$ cat src/rtl/sbc_pkg.sv
package sbc_pkg;
  typedef enum logic {
    STEP_UP   = 1'b0,
    STEP_DOWN = 1'b1
  } step_dir_e;
endpackage

$ cat src/rtl/sbc_candidate.sv
module sbc_candidate
  import sbc_pkg::*;
#(
  parameter int CW = 3,
  parameter int FW = 6
) (
  input  logic          clk,
  input  logic          rst,
  input  logic          in_valid,
  input  logic [CW-1:0] coarse_in,
  input  logic [FW-1:0] fine_in,
  input  logic          par_in,
  output logic          s1_valid,
  output logic [CW-1:0] s1_coarse,
  output logic [FW-1:0] s1_fine,
  output logic [CW-1:0] s1_cand,
  output logic          s1_par
);
  localparam logic [CW-1:0] CMAX = {CW{1'b1}};

  step_dir_e     dir;
  logic [CW-1:0] cand;

  always_comb begin
    dir = fine_in[FW-1] ? STEP_DOWN : STEP_UP;
    if (dir == STEP_UP) cand = (coarse_in == CMAX) ? coarse_in : coarse_in + 1'b1;
    else                cand = (coarse_in == '0)   ? coarse_in : coarse_in - 1'b1;
  end

  always_ff @(posedge clk) begin
    if (rst) begin
      s1_valid  <= 1'b0;
      s1_coarse <= '0;
      s1_fine   <= '0;
      s1_cand   <= '0;
      s1_par    <= 1'b0;
    end else begin
      s1_valid <= in_valid;
      if (in_valid) begin
        s1_coarse <= coarse_in;
        s1_fine   <= fine_in;
        s1_cand   <= cand;
        s1_par    <= par_in;
      end
    end
  end

  AST_CAND_ADJ: assert property (@(posedge clk) disable iff (rst)
    s1_valid |-> ((s1_cand == s1_coarse) || (s1_cand == s1_coarse + 1'b1) || (s1_cand == s1_coarse - 1'b1))) else $error("candidate not adjacent");
endmodule

$ cat src/rtl/sbc_select.sv
module sbc_select #(
  parameter int CW = 3,
  parameter int FW = 6
) (
  input  logic             clk,
  input  logic             rst,
  input  logic             s1_valid,
  input  logic [CW-1:0]    s1_coarse,
  input  logic [FW-1:0]    s1_fine,
  input  logic [CW-1:0]    s1_cand,
  input  logic             s1_par,
  output logic             out_valid,
  output logic [CW+FW-1:0] out_code
);
  logic mismatch;

  assign mismatch = s1_coarse[0] ^ s1_par;

  always_ff @(posedge clk) begin
    if (rst) begin
      out_valid <= 1'b0;
      out_code  <= '0;
    end else begin
      out_valid <= s1_valid;
      if (s1_valid) out_code <= mismatch ? {s1_cand, s1_fine} : {s1_coarse, s1_fine};
    end
  end

  AST_FINE_KEPT: assert property (@(posedge clk) disable iff (rst)
    s1_valid |=> (out_code[FW-1:0] == $past(s1_fine))) else $error("fine field altered");
endmodule

$ cat src/rtl/seg_boundary_fix.sv
module seg_boundary_fix #(
  parameter int CW = 3,
  parameter int FW = 6,
  localparam int OW = CW + FW
) (
  input  logic          clk,
  input  logic          rst,
  input  logic          in_valid,
  input  logic [CW-1:0] coarse_in,
  input  logic [FW-1:0] fine_in,
  input  logic          par_in,
  output logic          out_valid,
  output logic [OW-1:0] out_code
);
  logic          s1_valid;
  logic [CW-1:0] s1_coarse;
  logic [FW-1:0] s1_fine;
  logic [CW-1:0] s1_cand;
  logic          s1_par;

  sbc_candidate #(.CW(CW), .FW(FW)) u_cand (
    .clk(clk), .rst(rst), .in_valid(in_valid), .coarse_in(coarse_in),
    .fine_in(fine_in), .par_in(par_in), .s1_valid(s1_valid),
    .s1_coarse(s1_coarse), .s1_fine(s1_fine), .s1_cand(s1_cand), .s1_par(s1_par)
  );

  sbc_select #(.CW(CW), .FW(FW)) u_sel (
    .clk(clk), .rst(rst), .s1_valid(s1_valid), .s1_coarse(s1_coarse),
    .s1_fine(s1_fine), .s1_cand(s1_cand), .s1_par(s1_par),
    .out_valid(out_valid), .out_code(out_code)
  );

  // cycles since reset, saturating at 2, so two-deep history is trusted
  logic [1:0] warm;
  always_ff @(posedge clk) begin
    if (rst) warm <= '0;
    else if (warm != 2'd2) warm <= warm + 1'b1;
  end

  AST_RESET_CLR: assert property (@(posedge clk)
    $past(rst) |-> (!out_valid && out_code == '0)) else $error("reset state");
  AST_LATENCY: assert property (@(posedge clk) disable iff (rst)
    (warm == 2'd2) |-> (out_valid == $past(in_valid, 2))) else $error("latency");
  AST_PASS: assert property (@(posedge clk) disable iff (rst)
    (warm == 2'd2 && $past(in_valid, 2) && ($past(coarse_in[0], 2) == $past(par_in, 2)))
      |-> (out_code == {$past(coarse_in, 2), $past(fine_in, 2)})) else $error("pass-through");
  AST_HOLD: assert property (@(posedge clk) disable iff (rst)
    (warm == 2'd2 && !$past(in_valid, 2) && !$past(rst)) |-> $stable(out_code)) else $error("hold");
endmodule

$ cat config.mk
export PLATFORM = sky130hd
export DESIGN_NAME = seg_boundary_fix
export DESIGN_NICKNAME = d
export VERILOG_FILES = /design/src/rtl/sbc_pkg.sv /design/src/rtl/sbc_candidate.sv /design/src/rtl/sbc_select.sv /design/src/rtl/seg_boundary_fix.sv
export SDC_FILE = /design/constraint.sdc
export NUM_CORES = 1
export LEC_CHECK = 0
export BUFFER_PORTS_ARGS = -buffer_cell sky130_fd_sc_hd__buf_2
export CAP_MARGIN = 5
export CELL_PAD_IN_SITES_DETAIL_PLACEMENT = 0
export CELL_PAD_IN_SITES_GLOBAL_PLACEMENT = 2
export CORE_MARGIN = 1.5
export CORE_UTILIZATION = 31
export DETAILED_ROUTE_END_ITERATION = 8
export HOLD_SLACK_MARGIN = 0.06
export PLACE_DENSITY = 0.83
export SLEW_MARGIN = 20
export SYNTH_ARGS = -nofsm -noshare
export SYNTH_HDL_FRONTEND = slang
export SYNTH_SLANG_ARGS = --single-unit
$ cat constraint.sdc
create_clock -name clk -period 1.6 [get_ports clk]
set_input_delay 0.16 -clock clk [delete_from_list [all_inputs] [get_ports clk]]
set_output_delay 0.16 -clock clk [all_outputs]
set_load 0.01 [all_outputs]
# Word level (Yosys, flattened, before mapping)
# Cells that the tools add are included.
[totals]
ff_bits = 24
inputBits = 13
output_inout_bits = 10
wordCells = 17
[op_classes]
add_sub_neg = 2
eq_ne = 1
muxes = 5
bitwise_logic = 1
n_reduce_logical = 1
[ops]
columns = ["cell", "count"]
rows = [
  ["$mux 3", 3],
  ["$mux 9", 1],
  ["$add 3x1->3 const B", 1],
  ["$eq 3x3->1 const B", 1],
  ["$logic_not 3->1", 1],
  ["$sub 3x1->3 const B", 1],
  ["$mux 1", 1],
  ["$xor 1x1->1", 1],
]

# Logic depth before layout (Yosys ltp)
# Gate-level depths: netlist of run 1.
[depth]
depth_word = 3
depth_mapped = 5
mapped_depth_nobuf = 5

# Hierarchy
# Synthesis of run 1 repeated with hierarchy kept, for this count alone.
[unflattened]
cells_unflattened = 101
hier_area_um2 = 1003.5
[by_module_without_submodules]
columns = ["mod", "n_inst", "cells_per_inst", "area_each_um2", "seq_area_each_um2"]
rows = [
  ["sbc_candidate", 1, 65, 625.6, 280.3],
  ["sbc_select", 1, 36, 377.9, 200.2],
]

# Worst setup path after synthesis of run 1
# OpenSTA, ideal clock, no wires.
[synth_path]
kind = "input port to flip-flop"
startpoint = "in coarse_in[0]"
endpoint = "reg u_cand.s1_cand[0]"
setup_ps = 91
arrival_ps = 1098
t_required_ps = 1509
slack_ps = 411
stages = 5
path_buffers = 0
path_cell_list = "inv_1 ha_1 and3b_1 or3_1 a311oi_1"
[synth_between]
elab_chain_cells = 3
word_cells_on_any_way = 7
classes_between = "2 x add/sub; 1 x eq/ne; 3 x mux; 1 x reduce/logical"
[synth_rtl]
columns = ["element", "line_no", "rtl"]
rows = [
  ["start: declaration", "seg_boundary_fix.sv:9", "input logic [CW-1:0] coarse_in,"],
  ["$add 3x1->3 (tied with other cells)", "sbc_candidate.sv:26", "if (dir == STEP_UP) cand = (coarse_in == CMAX) ? coarse_in : coarse_in + 1'b1;"],
  ["$mux 3, on equally long branches", "sbc_candidate.sv:26, sbc_candidate.sv:27", ""],
  ["$mux 3 (*)", "sbc_candidate.sv:26", ""],
  ["end signal: assignment", "sbc_candidate.sv:42", "s1_cand <= cand;"],
  ["end: declaration", "sbc_candidate.sv:16", "output logic [CW-1:0] s1_cand,"],
]
# Mark *: on every way between the ends. The rest lies on a longest branch, timed or not.
# A chain may end at the register's enable or synchronous reset.

# Worst setup path in the final report of run 1
[layout_path]
startpoint = "reg u_cand.s1_par"
endpoint = "reg u_sel.out_code[7]"
[layout_between]
elab_chain_cells = 2
[layout_rtl]
columns = ["element", "line_no", "rtl"]
rows = [
  ["start: declaration", "sbc_candidate.sv:17", "output logic s1_par"],
  ["start signal: assignment", "sbc_candidate.sv:43", "s1_par <= par_in;"],
  ["$xor 1x1->1", "sbc_select.sv:17", "assign mismatch = s1_coarse[0] ^ s1_par;"],
  ["$mux 9", "sbc_select.sv:25", "if (s1_valid) out_code <= mismatch ? {s1_cand, s1_fine} : {s1_coarse, s1_fine};"],
  ["end signal: assignment", "sbc_select.sv:25", ""],
  ["end: declaration", "sbc_select.sv:13", "output logic [CW+FW-1:0] out_code"],
]
# Every way passes these cells.

==> flow_summary.json, run 1 <==
{
  "status": "complete, no violations",
  "synth_fp_nets": 115,
  "yosysMostFrequentCell": "dfxtp_1",
  "cts.sinks": 24,
  "place.gp.congestion": 0.697,
  "r2r_setup_slack_ns": 0.48,
  "min_from": "fine_in[4]",
  "worst_slack_ns": 0.481,
  "vdd_drop_max_uv": 415,
  "hold_violations": 0,
  "cp.required_ns": 1.80,
  "place_ws_ns": 0.199,
  "grt_pass1_vias": 656,
  "antenna_found_initial": 0,
  "powerDensity_nw_per_um2": 1030,
  "grt_overflow": 0,
  "ys_types": 19,
  "clk_pin_slew_ns": 0.14,
  "worst_pin_slew_ns": 0.425,
  "synth_edf_count": 0,
  "r2r_cells": 3,
  "cts_root_buffer": "clkbuf_4",
  "cp.arrival_ns": 1.32,
  "rsz0062_at_grt": "false",
  "drcViolationCount": 0,
  "die_x_um": 59.2,
  "fin_worst_skew_ns": 0.0103,
  "syn-instance-count": 99,
  "layout.nets": 139,
  "comb_power_share_pct": 11.0,
  "top_level_ports": 23,
  "rr_startpoint": "u_cand.s1_par$_SDFFE_PP0P_",
  "multi_input_area_um2": 468,
  "worst_setup_path_end_kind": "flop",
  "grt_util_met2_pct": 17.6,
  "wirelength_um": 1750,
  "drive_above_1_share_pct": 22.1,
  "nFillCells": 304,
  "fmax_mhz": 893,
  "io_buffer_count": 22,
  "row_count": 20,
  "die_area_um2": 3500,
  "clk_path_buf_depth": 2,
  "yosysWarnings": 0,
  "avgViaCountPerCell": 4.40,
  "slew_viol_final": 0,
  "maxCapViolCount": 0,
  "wl_per_cell_um": 10.5,
  "timing.setup.tns_ns": 0,
  "cts_tree": "done",
  "track_usage_pct": 10.7,
  "slowest_stage": "dfxtp_1",
  "holdPathEnd": "u_cand.s1_fine[4]$_SDFFE_PP0P_",
  "start_util_pct": 32.3,
  "synth_seq_cells": 24,
  "ys_seq_area_share_pct": 49.1,
  "cp_max_fo": 4,
  "cts_buffers": 3,
  "cts_max_level": 1,
  "dp.final_hpwl_um": 1240,
  "crit_chain": "xor2_1 > mux2i_1 > a211oi_1",
  "setup_viol": 0,
  "worstSkewPairLatency_ns": 0.32,
  "drtIter0Drc": 13,
  "intPower_uw": 949,
  "avgSynthCellArea_um2": 9.88,
  "core_um2": 3030,
  "synth_common_cells": "dfxtp_1, nor2_1, mux2i_1, nand2_1",
  "synth.top_cell.area_share_pct": 49.1,
  "synth_area_leaders": "dfxtp_1, mux2i_1, nor2_1, ha_1, a311oi_1",
  "p_sw_share_pct": 22.6,
  "grt_pass1_wl_um": 2780,
  "final.min_clock_period_ns": 1.12,
  "ant_nets": 0,
  "hold_class": "input port to flop",
  "finalCritPeriodShare_pct": 70.0,
  "slew_headroom_pct": 71.6,
  "cp-start-kind": "flop",
  "die_h_um": 59.2,
  "use_met1_pct": 12.2,
  "diodes": 0,
  "postCtsSetupBuffers": 0,
  "r2r_end": "u_sel.out_code[7]$_SDFFE_PP0P_",
  "busiest_layer": "met2",
  "first_pass_iters": 4,
  "area.sequential_um2": 480,
  "ys.flop_type": "dfxtp_1",
  "yosys.area.top_type": "dfxtp_1",
  "power_frac_seq_pct": 52.8,
  "num_vias": 731,
  "grt_use_met3_pct": 3.49,
  "cpPeakStageDelay_ns": 0.41,
  "switching_power_uw": 277,
  "cts_resized": 0,
  "hold_depth": 3,
  "leakage_uw": 0.000553,
  "synthArstFlopShare_pct": 0,
  "p_clk_share_pct": 36.1,
  "worst-setup-path-type": "flop to flop",
  "area_growth_pct": 21.7,
  "synth_area_um2": 978,
  "grt_max_degree": 25
}
==> power groups by stage <==
stage	clock network, uW	logic [uW]	registers, uW
6_report	443	135	648
5_1_grt	478	154	652
3_5_place_dp	0	136	661
2_1_floorplan	0	87.9	662
4_1_cts	456	136	648
3_3_place_gp	0	133	661
==> worst max-delay path: cells and delay by family, from the launching register on <==
family,cells,cell delay (ns)
muxes,1,0.23
xor gates and xnor gates,1,0.28
DFF,1,0.41
AOI/OAI and AO/OA,1,0.08
==> sequential cells by signal, indices dropped and copies added (netlist names) <==
register	flops
u_cand.s1_fine	6
u_cand.s1_cand	3
u_cand.s1_coarse	3
u_sel.out_code	9
u_cand.s1_par	1
u_sel.out_valid	1
u_cand.s1_valid	1
==> cell type report <==
cell class / count / share of cell area (%)
Tap cell: 44 / 4.62
Sequential cell: 24 / 40.3
Timing Repair Buffer: 24 / 10.7
Multi-Input combinational cell: 68 / 39.3
Clock inverter: 1 / 2.52
Clock buffer: 3 / 1.89
Inverter: 2 / 0.630
==> per-layer routing <==
| layer | share of wire (%) | vias up |
|---|---|---|
| met1 | 49 | 325 |
| met3 | 4.2 | 4 |
| met5 | 0 | - |
| met4 | 2.6 | 0 |
| met2 | 44 | 16 |
| li1 | - | 386 |
==> layout by cell type (no fill, tap or decap) <==
cell type / n
and2b_1: 1
nor2_1: 22
nand2b_1: 2
nor2b_1: 3
buf_4: 1
a311oi_1: 3
dlygate4sd3_1: 1
inv_1: 2
o21ai_0: 3
bufinv_16: 1
mux2i_1: 18
clkbuf_4: 3
a211oi_1: 3
xor2_1: 1
ha_1: 3
and3b_1: 2
buf_2: 22
nand2_1: 4
a22oi_1: 1
o311a_1: 1
or3_1: 1
dfxtp_1: 24
==> through the flow <==
step	utilization, %	instances	total power, uW	instance area, um2	hold WS [ns]
finish	39.3	166	1230	1190	0.0727
global route	39.3	166	1280	1190	0.0615
CTS	39.0	165	1240	1180	0.0628
floorplan	-	99	750	978	0.232
detailed placement	37.3	161	797	1130	0.411
global placement	37.3	161	794	1130	0.398
==> worst max path at each step <==
stage / endpoint / start / slack (ns) / cells after the start
after global routing: u_sel.out_code[6]$_SDFFE_PP0P_ / u_cand.s1_valid$_SDFF_PP0_ / 0.37 / 3
after floorplan: u_cand.s1_cand[0]$_SDFFE_PP0P_ / coarse_in[0] / 0.41 / 5
after global placement: u_cand.s1_cand[0]$_SDFFE_PP0P_ / coarse_in[0] / 0.23 / 6
after CTS: u_sel.out_code[7]$_SDFFE_PP0P_ / u_cand.s1_par$_SDFFE_PP0P_ / 0.46 / 3
after detailed placement: u_cand.s1_cand[0]$_SDFFE_PP0P_ / coarse_in[0] / 0.20 / 6
final: u_sel.out_code[7]$_SDFFE_PP0P_ / u_cand.s1_par$_SDFFE_PP0P_ / 0.48 / 3
==> what timing repair did <==
item,4_1_cts,5_1_grt
endpoints found under the setup margin,0,0
hold buffers,0,1
endpoints found under the hold margin,0,1
==> cells by family (layout without fill, tap and decap cells) <==
logic type | Yosys count | count (layout) | synth area share, %
adder cells (fa/ha/maj) | 3 | 3 | 3.84
buffers and inverters | 7 | 30 | 3.07
flip-flops | 24 | 24 | 49.1
AND/OR/NAND/NOR | 35 | 35 | 16.4
multiplexers | 18 | 18 | 18.4
XOR/XNOR | 1 | 1 | 0.895
AO/OA/AOI/OAI | 11 | 11 | 8.31
No activity file was read; power rests on OpenSTA's default activity.
==> run 2: changes to the inputs <==
--- a/config.mk
+++ b/config.mk
@@ -5,12 +5,13 @@
 export SDC_FILE = /design/constraint.sdc
 export NUM_CORES = 1
 export LEC_CHECK = 0
+export ABC_AREA = 1
 export BUFFER_PORTS_ARGS = -buffer_cell sky130_fd_sc_hd__buf_2
 export CAP_MARGIN = 5
 export CELL_PAD_IN_SITES_DETAIL_PLACEMENT = 0
 export CELL_PAD_IN_SITES_GLOBAL_PLACEMENT = 2
 export CORE_MARGIN = 1.5
-export CORE_UTILIZATION = 31
+export CORE_UTILIZATION = 28
 export DETAILED_ROUTE_END_ITERATION = 8
 export HOLD_SLACK_MARGIN = 0.06
 export PLACE_DENSITY = 0.83
==> constraint.sdc (replaced) <==
create_clock -name clk -period 1.1 [get_ports clk]
set_input_delay 0.11 -clock clk [delete_from_list [all_inputs] [get_ports clk]]
set_output_delay 0.11 -clock clk [all_outputs]
set_load 0.01 [all_outputs]
==> run 2 against run 1 <==
Effect of this change:
- combinational power is 95% higher
- clock-buffer cell count increased by 1
- critical path type unchanged
- area after synthesis is 3.3% higher
- via count up 30%
- global-route usage rose by 1.5 points
- largest cell class unchanged
==> flow_summary.json, run 2 <==
{
  "slew_headroom_pct": 84.2,
  "synth_area_leaders": "dfxtp_1, nor2_1, o21ai_0, nand2_1, inv_1",
  "postCtsSetupBuffers": 0,
  "ys.flop_type": "dfxtp_1",
  "layout_commonest_cell": "nor2_1",
  "syn-instance-count": 136,
  "track_usage_pct": 12.2,
  "grt_pass1_vias": 910,
  "p_total_uw": 1680,
  "synth_common_cells": "nor2_1, dfxtp_1, o21ai_0, nand2_1, inv_1",
  "core_um2": 3390,
  "clk_pin_slew_ns": 0.13,
  "dp.final_hpwl_um": 1590,
  "synth-adder-area-share_pct": 3.71,
  "worst-setup-path-type": "flop to flop",
  "area_growth_pct": 27.5,
  "crit_chain": "buf_4 > o21ai_0 > a31oi_1",
  "grt_overflow": 0,
  "reg_top3": "u_sel.out_code (9), u_cand.s1_fine (6)",
  "cpPeakStageDelay_ns": 0.47,
  "yosysMostFrequentCell": "nor2_1",
  "cts.sinks": 24,
  "antenna_found_initial": 0,
  "regMostFlops": "u_sel.out_code",
  "die_area_um2": 3980,
  "finalCritPeriodShare_pct": 85.6,
  "place_ws_ns": 0.0491,
  "drtIter0Drc": 33,
  "io_buffer_count": 22,
  "dp_cells": 204,
  "cp.required_ns": 1.35,
  "powerDensity_nw_per_um2": 1310,
  "ant_nets": 0,
  "timing.setup.tns_ns": 0,
  "synth-simple-area-share_pct": 24.8,
  "synth-xor-area-share_pct": 0.866,
  "ys_seq_area_share_pct": 47.5,
  "cp-start-kind": "flop",
  "worst_pin_slew_ns": 0.237,
  "diodes": 0,
  "hold_class": "input port to flop",
  "worstSkewPairLatency_ns": 0.31,
  "synth_fp_nets": 152,
  "rsz0062_at_grt": "false",
  "die_h_um": 63.1,
  "rr_startpoint": "u_cand.s1_valid$_SDFF_PP0_",
  "finalNonFillerCells": 215,
  "fmax_mhz": 1060,
  "cts_root_buffer": "clkbuf_4",
  "cp.arrival_ns": 1.19,
  "status": "complete, no violations",
  "grt_pass1_wl_um": 3950,
  "ctsHoldBuffers": 7,
  "hold_depth": 3,
  "grt_max_degree": 16,
  "maxCapViolCount": 0,
  "area.sequential_um2": 480,
  "drive_above_1_share_pct": 21.9,
  "synth_top_family_by_area": "simple AND/OR/NAND/NOR gates",
  "slowest_stage": "dfxtp_1",
  "synth.top_cell.area_share_pct": 47.5,
  "worst_slack_ns": 0.159,
  "avgViaCountPerCell": 4.43,
  "place_area_um2": 1180,
  "min_from": "coarse_in[0]",
  "start_util_pct": 29.8,
  "num_vias": 952,
  "yosys.area.top_type": "dfxtp_1",
  "die_x_um": 63.1,
  "yosysWarnings": 0,
  "place.gp.congestion": 0.745,
  "r2r_cells": 3,
  "synth_area_um2": 1010,
  "row_count": 21,
  "ys_types": 18,
  "first_pass_iters": 4,
  "largest_register_ffs": 9,
  "r2r_setup_slack_ns": 0.16,
  "path_depth": 3,
  "r2r_end": "u_sel.out_code[6]$_SDFFE_PP0P_",
  "slew_viol_final": 0,
  "synth_compound_area_share_pct": 15.0,
  "holdPathEnd": "u_cand.s1_coarse[0]$_SDFFE_PP0P_",
  "nFillCells": 366,
  "worst_setup_path_end_kind": "flop",
  "synthArstFlopShare_pct": 0,
  "wl_per_cell_um": 10.1,
  "cts_max_level": 1,
  "cp_top_family": "flip-flops",
  "cts_resized": 0,
  "cp_num_buf_inv": 1,
  "multi_input_area_um2": 448,
  "hold_violations": 0,
  "final.min_clock_period_ns": 0.941,
  "wirelength_um": 2170,
  "clk_path_buf_depth": 2,
  "cp_max_fo": 7,
  "drcViolationCount": 0,
  "avgSynthCellArea_um2": 7.43,
  "muxShareOfSynthArea_pct": 0,
  "cts_tree": "done",
  "top_level_ports": 23,
  "layout_common_cells": "nor2_1, dfxtp_1, buf_2",
  "fin_worst_skew_ns": 0.00505,
  "cts_buffers": 3,
  "layout.nets": 186,
  "leakage_uw": 0.000646,
  "synth_edf_count": 0,
  "synth_seq_cells": 24,
  "vdd_drop_max_uv": 762,
  "setup_viol": 0,
  "finalInstanceArea_um2": 1290
}
## run 2: cell count changes after synthesis, moves of 4 or more
| cell | before | now |
|---|---|---|
| a21oi_1 | 0 | 4 |
| inv_1 | 2 | 11 |
| nor2_1 | 22 | 36 |
| nand3_1 | 0 | 7 |
| mux2i_1 | 18 | 0 |
| o21ai_0 | 3 | 20 |
| nand2_1 | 4 | 18 |
## run 2: cell type report
type                       instances  share of cell area [%]
clock buffer                       4                    2.82
sequential                        24                    37.3
timing repair buffer              34                    16.9
inverter                          13                    3.79
multi-input combinational         94                    34.8
tap                               46                    4.47
## run 2: worst max-delay path by stage
stage	endpoint	slack, ns	from
finish	u_sel.out_code[6]$_SDFFE_PP0P_	0.16	u_cand.s1_valid$_SDFF_PP0_
global route	u_sel.out_code[8]$_SDFFE_PP0P_	0.01	u_cand.s1_par$_SDFFE_PP0P_
CTS	u_sel.out_code[7]$_SDFFE_PP0P_	0.16	u_cand.s1_par$_SDFFE_PP0P_
detailed placement	u_cand.s1_cand[0]$_SDFFE_PP0P_	0.05	coarse_in[1]
global placement	u_cand.s1_cand[0]$_SDFFE_PP0P_	0.12	coarse_in[1]
floorplan	u_sel.out_code[7]$_SDFFE_PP0P_	0.27	u_cand.s1_par$_SDFFE_PP0P_
## run 2: stage by stage
stage / hold WS, ns / util (%)
after global routing: 0.0858 / 38.0
after detailed placement: 0.338 / 34.9
after CTS: 0.0799 / 38.0
final: 0.0913 / 38.0
after global placement: 0.331 / 34.9
after floorplan: 0.182 / -
## run 2: worst register-to-register path: cells and delay by family, from the launching register on
kind | cells | cell delay, ns
AO/OA/AOI/OAI | 2 | 0.23
flip-flops | 1 | 0.47
buffers and inverters | 1 | 0.17
## run 2: per-layer routing
metal  share of wire [%]  vias to the layer above  global-route usage (%)
li1                    -                      497                       -
met1                  47                      435                    15.3
met2                  49                       18                    21.0
met3                 3.3                        2                    3.75
met4                0.41                        0                    1.67
met5                   0                        -                       0
## run 2: report_power, final
part           leakage, uW  total, uW  switching (uW)  internal [uW]
Sequential        0.000199        957            29.6            928
Combinational     0.000427        263             146            117
Clock            0.0000210        462             260            202
Total             0.000646       1680             435           1250
## run 2: logic make-up (layout without fill, tap and decap cells)
family,after synthesis,in the layout
AND/OR/NAND/NOR,63,63
AO/OA/AOI/OAI,27,27
flip-flops,24,24
buffers and inverters,18,51
adder cells (fa/ha/maj),3,3
XOR/XNOR,1,1
